--- src/rtl/intc_pkg.sv ---
package intc_pkg;
  localparam int IDX_MAX_W = 8;

  typedef enum logic [1:0] {
    EDGE_OFF  = 2'd0,
    EDGE_RISE = 2'd1,
    EDGE_FALL = 2'd2,
    EDGE_BOTH = 2'd3
  } edge_mode_e;

  typedef struct packed {
    logic                 clrValid;
    logic [IDX_MAX_W-1:0] clrIdx;
  } ctrl_strobe_t;
endpackage

--- src/rtl/intc_flags.sv ---
module intc_flags
  import intc_pkg::*;
#(
  parameter int NUM_SRC = 32,
  parameter int NUM_EXT = 8,
  parameter int PRIO_W  = 4,
  localparam int IDX_W  = $clog2(NUM_SRC),
  localparam int EXT_W  = $clog2(NUM_EXT)
) (
  input  logic                      clk,
  input  logic                      rstN,
  input  logic                      wrEn,
  input  logic [IDX_W-1:0]          wrIdx,
  input  logic                      wrReq,
  input  logic                      wrEnable,
  input  logic [PRIO_W-1:0]         wrPrio,
  input  logic                      modeWrEn,
  input  logic [EXT_W-1:0]          modeIdx,
  input  edge_mode_e                modeVal,
  input  logic [NUM_EXT-1:0]        extIn,
  input  ctrl_strobe_t              strobe,
  output logic [NUM_SRC-1:0]        pendVec,
  output logic [NUM_SRC-1:0]        enVec,
  output logic [NUM_SRC*PRIO_W-1:0] prioFlat
);
  logic [NUM_EXT-1:0] extPrev, edgeHit, edgeNow;
  logic [NUM_SRC-1:0] hitWide;
  edge_mode_e modeReg [NUM_EXT];

  for (genvar e = 0; e < NUM_EXT; e++) begin : g_edge
    always_comb begin
      unique case (modeReg[e])
        EDGE_RISE: edgeNow[e] = ~extPrev[e] & extIn[e];
        EDGE_FALL: edgeNow[e] = extPrev[e] & ~extIn[e];
        EDGE_BOTH: edgeNow[e] = extPrev[e] ^ extIn[e];
        default:   edgeNow[e] = 1'b0;
      endcase
    end

    always_ff @(posedge clk) begin
      if (!rstN) modeReg[e] <= EDGE_OFF;
      else if (modeWrEn && int'(modeIdx) == e) modeReg[e] <= modeVal;
    end
  end

  always_ff @(posedge clk) begin
    if (!rstN) begin
      extPrev <= '0;
      edgeHit <= '0;
    end else begin
      extPrev <= extIn;
      edgeHit <= edgeNow;
    end
  end

  assign hitWide = NUM_SRC'(edgeHit);

  always_ff @(posedge clk) begin
    if (!rstN) begin
      pendVec  <= '0;
      enVec    <= '0;
      prioFlat <= '0;
    end else begin
      for (int s = 0; s < NUM_SRC; s++) begin
        if (wrEn && int'(wrIdx) == s) begin
          pendVec[s]                 <= wrReq;
          enVec[s]                   <= wrEnable;
          prioFlat[s*PRIO_W +: PRIO_W] <= wrPrio;
        end
        if (strobe.clrValid && int'(strobe.clrIdx) == s) pendVec[s] <= 1'b0;
        if (hitWide[s]) pendVec[s] <= 1'b1;
      end
    end
  end
endmodule

--- src/rtl/intc_arb.sv ---
module intc_arb
  import intc_pkg::*;
#(
  parameter int NUM_SRC   = 32,
  parameter int PRIO_W    = 4,
  parameter int TRAP_BASE = 24,
  parameter int TRAP_W    = 8,
  localparam int IDX_W    = $clog2(NUM_SRC),
  localparam int VEC_W    = TRAP_W + 2,
  localparam int DEPTH    = (1 << PRIO_W) - 1,
  localparam int SP_W     = $clog2(DEPTH + 1)
) (
  input  logic                      clk,
  input  logic                      rstN,
  input  logic [NUM_SRC-1:0]        pendVec,
  input  logic [NUM_SRC-1:0]        enVec,
  input  logic [NUM_SRC*PRIO_W-1:0] prioFlat,
  input  logic                      ack,
  input  logic                      retInt,
  output logic                      irqReq,
  output logic [TRAP_W-1:0]         irqTrap,
  output logic [VEC_W-1:0]          irqVector,
  output logic [PRIO_W-1:0]         cpuPrio,
  output logic [IDX_W-1:0]          winIdx,
  output logic [PRIO_W-1:0]         winLvl,
  output ctrl_strobe_t              strobe
);
  localparam int VEC_BASE = TRAP_BASE * 4;

  logic [PRIO_W-1:0] stackMem [1 << SP_W];
  logic [SP_W-1:0]   sp, spDec;
  logic              ackTake, retTake;

  always_comb begin
    winLvl = '0;
    winIdx = '0;
    for (int s = 0; s < NUM_SRC; s++) begin
      if (pendVec[s] && enVec[s] && prioFlat[s*PRIO_W +: PRIO_W] > winLvl) begin
        winLvl = prioFlat[s*PRIO_W +: PRIO_W];
        winIdx = IDX_W'(s);
      end
    end
  end

  assign irqReq    = winLvl > cpuPrio;
  assign irqTrap   = TRAP_W'(TRAP_BASE) + TRAP_W'(winIdx);
  assign irqVector = VEC_W'(VEC_BASE) + (VEC_W'(winIdx) << 2);

  assign ackTake = ack && irqReq;
  assign retTake = retInt && !ack && (sp != '0);
  assign spDec   = sp - SP_W'(1);

  assign strobe.clrValid = ackTake;
  assign strobe.clrIdx   = IDX_MAX_W'(winIdx);

  always_ff @(posedge clk) begin
    if (!rstN) begin
      sp      <= '0;
      cpuPrio <= '0;
      for (int d = 0; d < (1 << SP_W); d++) stackMem[d] <= '0;
    end else if (ackTake) begin
      stackMem[sp] <= cpuPrio;
      sp           <= sp + SP_W'(1);
      cpuPrio      <= winLvl;
    end else if (retTake) begin
      sp      <= spDec;
      cpuPrio <= stackMem[spDec];
    end
  end
endmodule

--- src/rtl/prio_irq_ctrl.sv ---
module prio_irq_ctrl
  import intc_pkg::*;
#(
  parameter int NUM_SRC   = 32,
  parameter int NUM_EXT   = 8,
  parameter int PRIO_W    = 4,
  parameter int TRAP_BASE = 24,
  localparam int IDX_W    = $clog2(NUM_SRC),
  localparam int EXT_W    = $clog2(NUM_EXT),
  localparam int WORD_W   = PRIO_W + 2,
  localparam int TRAP_W   = 8,
  localparam int VEC_W    = TRAP_W + 2
) (
  input  logic               clk,
  input  logic               rstN,
  input  logic               regWrEn,
  input  logic [IDX_W-1:0]   regWrIdx,
  input  logic [WORD_W-1:0]  regWrData,
  input  logic [IDX_W-1:0]   rdIdx,
  output logic [WORD_W-1:0]  rdData,
  input  logic               edgeWrEn,
  input  logic [EXT_W-1:0]   edgeIdx,
  input  logic [1:0]         edgeSel,
  input  logic [NUM_EXT-1:0] extIn,
  input  logic               ack,
  input  logic               retInt,
  output logic               irqReq,
  output logic [TRAP_W-1:0]  irqTrap,
  output logic [VEC_W-1:0]   irqVector,
  output logic [PRIO_W-1:0]  cpuPrio
);
  logic [NUM_SRC-1:0]        pendVec, enVec;
  logic [NUM_SRC*PRIO_W-1:0] prioFlat;
  logic [IDX_W-1:0]          winIdx;
  logic [PRIO_W-1:0]         winLvl;
  ctrl_strobe_t              strobe;

  intc_flags #(.NUM_SRC(NUM_SRC), .NUM_EXT(NUM_EXT), .PRIO_W(PRIO_W)) flags_i (
    .clk(clk), .rstN(rstN),
    .wrEn(regWrEn), .wrIdx(regWrIdx),
    .wrReq(regWrData[PRIO_W+1]), .wrEnable(regWrData[PRIO_W]), .wrPrio(regWrData[PRIO_W-1:0]),
    .modeWrEn(edgeWrEn), .modeIdx(edgeIdx), .modeVal(edge_mode_e'(edgeSel)),
    .extIn(extIn), .strobe(strobe),
    .pendVec(pendVec), .enVec(enVec), .prioFlat(prioFlat)
  );

  intc_arb #(.NUM_SRC(NUM_SRC), .PRIO_W(PRIO_W), .TRAP_BASE(TRAP_BASE), .TRAP_W(TRAP_W)) arb_i (
    .clk(clk), .rstN(rstN),
    .pendVec(pendVec), .enVec(enVec), .prioFlat(prioFlat),
    .ack(ack), .retInt(retInt),
    .irqReq(irqReq), .irqTrap(irqTrap), .irqVector(irqVector), .cpuPrio(cpuPrio),
    .winIdx(winIdx), .winLvl(winLvl), .strobe(strobe)
  );

  assign rdData = {pendVec[rdIdx], enVec[rdIdx], prioFlat[int'(rdIdx)*PRIO_W +: PRIO_W]};
endmodule

--- config.mk ---
export PLATFORM = sky130hd
export DESIGN_NAME = prio_irq_ctrl
export DESIGN_NICKNAME = d
export VERILOG_FILES = /design/src/rtl/intc_pkg.sv /design/src/rtl/intc_flags.sv /design/src/rtl/intc_arb.sv /design/src/rtl/prio_irq_ctrl.sv
export SDC_FILE = /design/constraint.sdc
export NUM_CORES = 1
export LEC_CHECK = 0
export ABC_AREA = 0
export CAP_MARGIN = 20
export CORE_ASPECT_RATIO = 1.25
export CORE_MARGIN = 4
export CORE_UTILIZATION = 40
export DETAILED_ROUTE_END_ITERATION = 8
export SLEW_MARGIN = 20
export SYNTH_ARGS = -nofsm -noshare
export SYNTH_HDL_FRONTEND = slang
export SYNTH_HIERARCHICAL = 1
export SYNTH_SLANG_ARGS = --single-unit
export TNS_END_PERCENT = 10
--- constraint.sdc ---
create_clock -name clk -period 51.7 [get_ports clk]
set_input_delay 5.17 -clock clk [delete_from_list [all_inputs] [get_ports clk]]
set_output_delay 5.17 -clock clk [all_outputs]
set_load 0.05 [all_outputs]
Word-level counts from Yosys, hierarchy flattened
Memory sizes are Yosys's and may differ from the RTL's. Index checks and enable logic that the tools add are counted. W data, S select, Z words.

Register bits after elaboration: 216. RAM bits: 80. Bits of input ports: 35. Output and inout port bits: 29. Logic and storage cells: 603. Memories: 2.

Memory list: arb_i.stackMem (depth 16, bits a word 4, rd ports 1, clocked after Yosys merged registers in 0, write ports 16, RTL line intc_arb.sv:30) `logic [PRIO_W-1:0] stackMem [1 << SP_W];`; flags_i.modeReg (depth 8, bits a word 2, rd ports 8, clocked after Yosys merged registers in 0, write ports 8, RTL line intc_flags.sv:28) `edge_mode_e modeReg [NUM_EXT];`.

$add $sub $neg: 4. $lt $le $gt $ge: 34. Equal/unequal tests: 93. Shift operators: 1. Multiplexer cells: 142. Bitwise operators: 49. Reductions and logical operators: 178.

Operators by type and width (count): $mux W4 (46); $eq A5 B5 Y1 const B (32); $logic_and A1 B1 Y1 (139); $gt A4 B4 Y1 (32); $shiftx A128 B8 Y4 (1); $eq A5 B4 Y1 const B (16); $mux W5 (16); $mux W1 (56); $reduce_or A2 Y1 (24); $eq A5 B3 Y1 const B (8); $eq A2 B2 Y1 const B (16); $pmux W1 S3 (8); $reduce_bool A3 Y1 (8); $eq A5 B2 Y1 const B (4); $mux W2 (10); $not A1 Y1 (17); $and A1 B1 Y1 (16); $eq A2 B1 Y1 const B (8); $eq A3 B3 Y1 const B (4); $mux W3 (4); $bmux W1 S5 (2); $eq A5 B1 Y1 const B (2); $add A7 B7 Y8 const A (1); $logic_not A8 Y1 (1); other kinds (15) (30).

Longest topological paths before layout
Depth after elaboration: 103. Gate-level depth with buffers: 315. Depth with buffers taken out: 299.

Modules after synthesis
The synthesis kept the hierarchy.

Modules (own cells, without submodules): intc_arb (instances 1, cells an instance 1441, area each 11438.5 um^2, sequential area each 2082.0 um^2); intc_flags (instances 1, cells an instance 1125, area each 9865.7 um^2, sequential area each 4644.5 um^2); prio_irq_ctrl (instances 1, cells an instance 79, area each 1493.9 um^2, sequential area each 0.0 um^2).

Worst setup path after synthesis
Ideal clock, no wire load.

Path type: reg-to-output. Start: register flags_i.pendVec[0]. End: output port irqVector[6]. Arrival time: 49.659 ns. Required time: 46.530 ns. Setup slack: -3.129 ns. Stages on the path, launching flop included: 275. Buffers on the path: 11. Cell sequence: dfxtp_1 -> and3_1 -> inv_2 -> ha_1 -> nand4_1 -> nand3_1 -> a21oi_1 -> mux2_2 -> ha_1 -> nand3_1 -> nor2_1 -> a211oi_4 -> nand2_1 -> nand2_1 -> o21ai_0 -> ha_1 -> nor2b_1 -> o21ai_0 -> (+239 left out) -> inv_1 -> ha_1 -> nand3_1 -> o31ai_1 -> a41o_2 -> o2111ai_4 -> nand2_1 -> o21ai_1 -> ha_1 -> nor2b_1 -> o21a_1 -> o21a_1 -> o2111ai_1 -> nand4b_1 -> nor2_1 -> ha_1 -> inv_1 -> buf_4.

Longest elaborated chain between the ends: 97. Elaborated cells between the ends (all ways): 127. Classes of those cells: add/sub: 1; order compare: 31; mux: 62; reduce/logical: 33.

RTL lines: from (decl) (RTL line intc_flags.sv:22) `output logic [NUM_SRC-1:0] pendVec,`; from (signal, indexed assignment) (RTL line intc_flags.sv:66) `pendVec[s] <= wrReq;`; $logic_and A1 B1 Y1 * (2 in series) (RTL line intc_arb.sv:38) `if (pendVec[s] && enVec[s] && prioFlat[s*PRIO_W +: PRIO_W] > winLvl) begin`; $mux W4 * (RTL line intc_arb.sv:38); $gt A4 B4 Y1 (RTL line intc_arb.sv:38); $logic_and A1 B1 Y1 (RTL line intc_arb.sv:38); $mux W4 (RTL line intc_arb.sv:38); $gt A4 B4 Y1 (RTL line intc_arb.sv:38); $logic_and A1 B1 Y1 (RTL line intc_arb.sv:38); $mux W4 (RTL line intc_arb.sv:38); (+80 left out); $mux W4 (RTL line intc_arb.sv:38); $gt A4 B4 Y1 (RTL line intc_arb.sv:38); $logic_and A1 B1 Y1 (RTL line intc_arb.sv:38); $mux W4 (RTL line intc_arb.sv:38); $gt A4 B4 Y1 (RTL line intc_arb.sv:38); $logic_and A1 B1 Y1 (RTL line intc_arb.sv:38); $mux W5 * (RTL line intc_arb.sv:38); $add A7 B7 Y8 * (RTL line intc_arb.sv:47) `assign irqVector = VEC_W'(VEC_BASE) + (VEC_W'(winIdx) << 2);`; to (decl) (RTL line prio_irq_ctrl.sv:29) `output logic [VEC_W-1:0] irqVector,`.

Every way passes the cells marked *; elsewhere a longest branch is shown, timed or not.

Worst setup path in the final report
Start: register flags_i.enVec[0]. End: output port irqReq.

Longest elaborated chain between the ends: 97.

RTL lines: from (decl) (RTL line intc_flags.sv:23) `output logic [NUM_SRC-1:0] enVec,`; from (signal, indexed assignment) (RTL line intc_flags.sv:67) `enVec[s] <= wrEnable;`; $logic_and A1 B1 Y1 * (2 in series) (RTL line intc_arb.sv:38); $mux W4 * (RTL line intc_arb.sv:38); $gt A4 B4 Y1 (RTL line intc_arb.sv:38); $logic_and A1 B1 Y1 (RTL line intc_arb.sv:38); $mux W4 * (RTL line intc_arb.sv:38); $gt A4 B4 Y1 (RTL line intc_arb.sv:38); $logic_and A1 B1 Y1 (RTL line intc_arb.sv:38); $mux W4 * (RTL line intc_arb.sv:38); (+81 left out); $gt A4 B4 Y1 (RTL line intc_arb.sv:38); $logic_and A1 B1 Y1 (RTL line intc_arb.sv:38); $mux W4 * (RTL line intc_arb.sv:38); $gt A4 B4 Y1 (RTL line intc_arb.sv:38); $logic_and A1 B1 Y1 (RTL line intc_arb.sv:38); $mux W4 * (RTL line intc_arb.sv:38); net winLvl[1] (RTL line prio_irq_ctrl.sv:35) `logic [PRIO_W-1:0] winLvl;`; $gt A4 B4 Y1 * (RTL line intc_arb.sv:45) `assign irqReq = winLvl > cpuPrio;`; to (decl) (RTL line prio_irq_ctrl.sv:27) `output logic irqReq,`.

The timed path passes the listed nets; every way through them passes the cells marked *.

==> metrics.log <==
INFO  metric outcome = finished, violations left
INFO  metric violations = negative setup slack
INFO  metric post_route_cells_drive_above_1_share = a little under a third
INFO  metric grt_overflow = 0
INFO  metric setup_violations = 13
INFO  metric crit_path_max_incr_delay = a little over 400 ps
INFO  metric cts_tree = yes
INFO  metric cts.clk_slew.worst_paths = 60 ps
INFO  metric global_route_wire_length_before_repair = around 120,000 µm
INFO  metric post-dp-hpwl = 53,400 µm
INFO  metric stdcell_area = 0.0288 mm²
INFO  metric worst_slew_margin_rel = 26.1%
INFO  metric globalplace.congestion = about 0.9
INFO  metric power_density = 20.0 mW/mm²
INFO  metric instances_no_fill = 3,603
INFO  metric cpMostUsedCell = sky130_fd_sc_hd__ha_4
INFO  metric setup.worst_path.start_class = register
INFO  metric cts_inserted_buffers = 31
INFO  metric io_buffer_count = 57
INFO  metric post-place-ws = -1830 ps
INFO  metric synthToLayoutAreaGrowth = 26.5%
INFO  metric first_global_vias = 21,600
INFO  metric pin_count = 64
INFO  metric cell_family_contributing_the_most_delay_on_the_critical_path = compound AO/OA/AOI/OAI gates
INFO  metric postPlaceCellArea = 0.0245 mm²
INFO  metric pin_count_of_the_biggest_net_entering_global_routing = 146
INFO  metric cts-root-to-sink-buffers = 3
INFO  metric finalClockSkew = around 34 ps
INFO  metric timing.final.max_slew_violations = 0
INFO  metric drc = 0
INFO  metric post_synth_instance_area = approximately 0.023 mm²
INFO  metric viasPerCell = slightly above 6
INFO  metric num_vias = 22,200
INFO  metric final_hold_vio_count = 0
INFO  metric cts.sink_count = 296
INFO  metric cts-htree-levels = 1
INFO  metric wl_per_cell = 21.9 µm
INFO  metric setup_ws = -861 ps
INFO  metric critPathSlowestCell = sky130_fd_sc_hd__or4_1
INFO  metric worstPathRequired = about 47,000 ps
INFO  metric crit_buf_inv = 25
INFO  metric netlist_instances = ~2,600
INFO  metric layout_min_cycle_time = approximately 53,000 ps
INFO  metric final.period_utilization = 102%
INFO  metric placement_rows = 97
INFO  metric number_of_nets_in_the_finished_design = 2,982
INFO  metric fp.coreArea = 0.0562 mm²
INFO  metric ctsRootBufferMaster = sky130_fd_sc_hd__clkbuf_16
INFO  metric cap_viol_max_count = 0
INFO  metric die_h = 275 µm
INFO  metric grt_setup_unrepaired = yes
INFO  metric p_leak = ~10 nW
INFO  metric achievable-frequency = 19.0 MHz
INFO  metric clock_latency = 580 ps
INFO  metric grt_usage = around 24%
INFO  metric min-delay-path-class = reg2reg
INFO  metric dp_cells = approximately 3,300
INFO  metric floorplan.die_area = 0.0608 mm²
INFO  metric tightestPinTransition = between 1000 and 1500 ps
INFO  metric utilization = 51.2%
INFO  metric setup.worst_path.class = reg2out
INFO  metric drt_pre_antenna_iters = 6
INFO  metric antenna_left = 0
INFO  metric yosys_warnings = 6
INFO  metric worst-path-max-fanout = 8
INFO  metric synth_area_per_cell = approximately 8.6 µm²
INFO  metric initial_core_util = around 40%
INFO  metric worst_ep_arrival_time = 47,390 ps
INFO  metric die_w = 221 µm
INFO  metric irDropWorstVdd = about 0.000027 V
INFO  metric detail_route.wirelength = between 70,000 and 80,000 µm
INFO  metric diode_insertion_count_for_antenna_repair = 0
INFO  metric timing.hold.ws = 498 ps
INFO  metric grt_antenna_before_repair = 2
INFO  metric setup_crit_end_kind = primary output
INFO  metric drtIter0Drc = 2,132
-- worst min-delay path: stages, from the launching register on --
cell,delay [ps]
sky130_fd_sc_hd__dfxtp_1,320
sky130_fd_sc_hd__o21ai_0,70
sky130_fd_sc_hd__a21boi_1,60
-- registers in the layout, indices dropped and copies added, names as in the netlist --
signal / flops
arb_i/sp: 4
flags_i/edgeHit: 8
arb_i/cpuPrio: 4
arb_i/stackMem: 64
flags_i/prioFlat: 128
flags_i/enVec: 32
flags_i/modeReg: 16
flags_i/extPrev: 8
flags_i/pendVec: 32
-- metrics by stage --
stage,setup TNS (ps),power [W]
floorplan,0,0.000323
global placement,-3120,0.000348
detailed placement,-19050,0.000350
CTS,-385,0.000576
global route,-36660,0.000596
finish,-7230,0.000577
-- cell type report --
class                   instances  area (µm²)
inverters                     153         591
fillers                      4949       27400
well taps                     742         928
clock inverters                14         124
multi-input cells            1974       16400
repair buffers                381        3080
flip-flops and latches        296        6740
clock buffers                  43         901
-- cell usage in the layout, fill, tap and decap left out, drive strengths merged, types with 8 or more instances in the layout --
master / n
a211oi: 18
ha: 110
nor4: 16
or2: 15
o41ai: 20
mux2: 44
a31oi: 32
o21a: 8
nand2: 144
buf: 345
nand3: 223
clkbuf: 43
nand3b: 16
nor2: 107
conb: 9
a21o: 24
and2: 40
inv: 150
clkdlybuf4s50: 36
o21ai: 280
o2111ai: 17
o211ai: 24
mux2i: 35
a21oi: 122
mux4: 77
nand4: 14
nor3: 111
o31ai: 21
clkinv: 13
a21boi: 175
and3: 26
a211o: 12
xnor2: 25
o211a: 8
dfxtp: 216
edfxtp: 80
nor2b: 32
nand2b: 23
-- worst paths after layout --
kind                                     startpoint                  end  slack, ps  cells past startpoint
worst max-delay path               flags_i/enVec[0]               irqReq       -860                    271
worst min-delay path            flags_i/prioFlat[8]  flags_i/prioFlat[8]        500                      2
worst max register to register     flags_i/enVec[0]  flags_i/pendVec[13]       2530                    274
worst min register to register  flags_i/prioFlat[8]  flags_i/prioFlat[8]        500                      2
-- power by group --
| part | internal [W] | switching [W] |
|---|---|---|
| Combinational | 0.0000381 | 0.0000594 |
| Clock | 0.000131 | 0.0000975 |
| Sequential | 0.000244 | 0.00000694 |
-- routing by layer --
metal / wire [µm] / GRT usage (%) / vias up
met5: 12 / 0 / -
met4: 3680 / 10.3 / 2
met3: 4640 / 3.38 / 210
met2: 39200 / 43.0 / 817
met1: 31300 / 29.2 / 10900
li1: - / - / 10200
-- timing repair --
item	4_1_cts	5_1_grt
pin swaps	152	182
gates cloned	2	0
endpoints found under the hold margin	0	0
gates resized for setup	196	184
endpoints found under the setup margin	13	145
hold buffers	0	0
buffers inserted	133	71
Power figures use the tool's default switching activity.
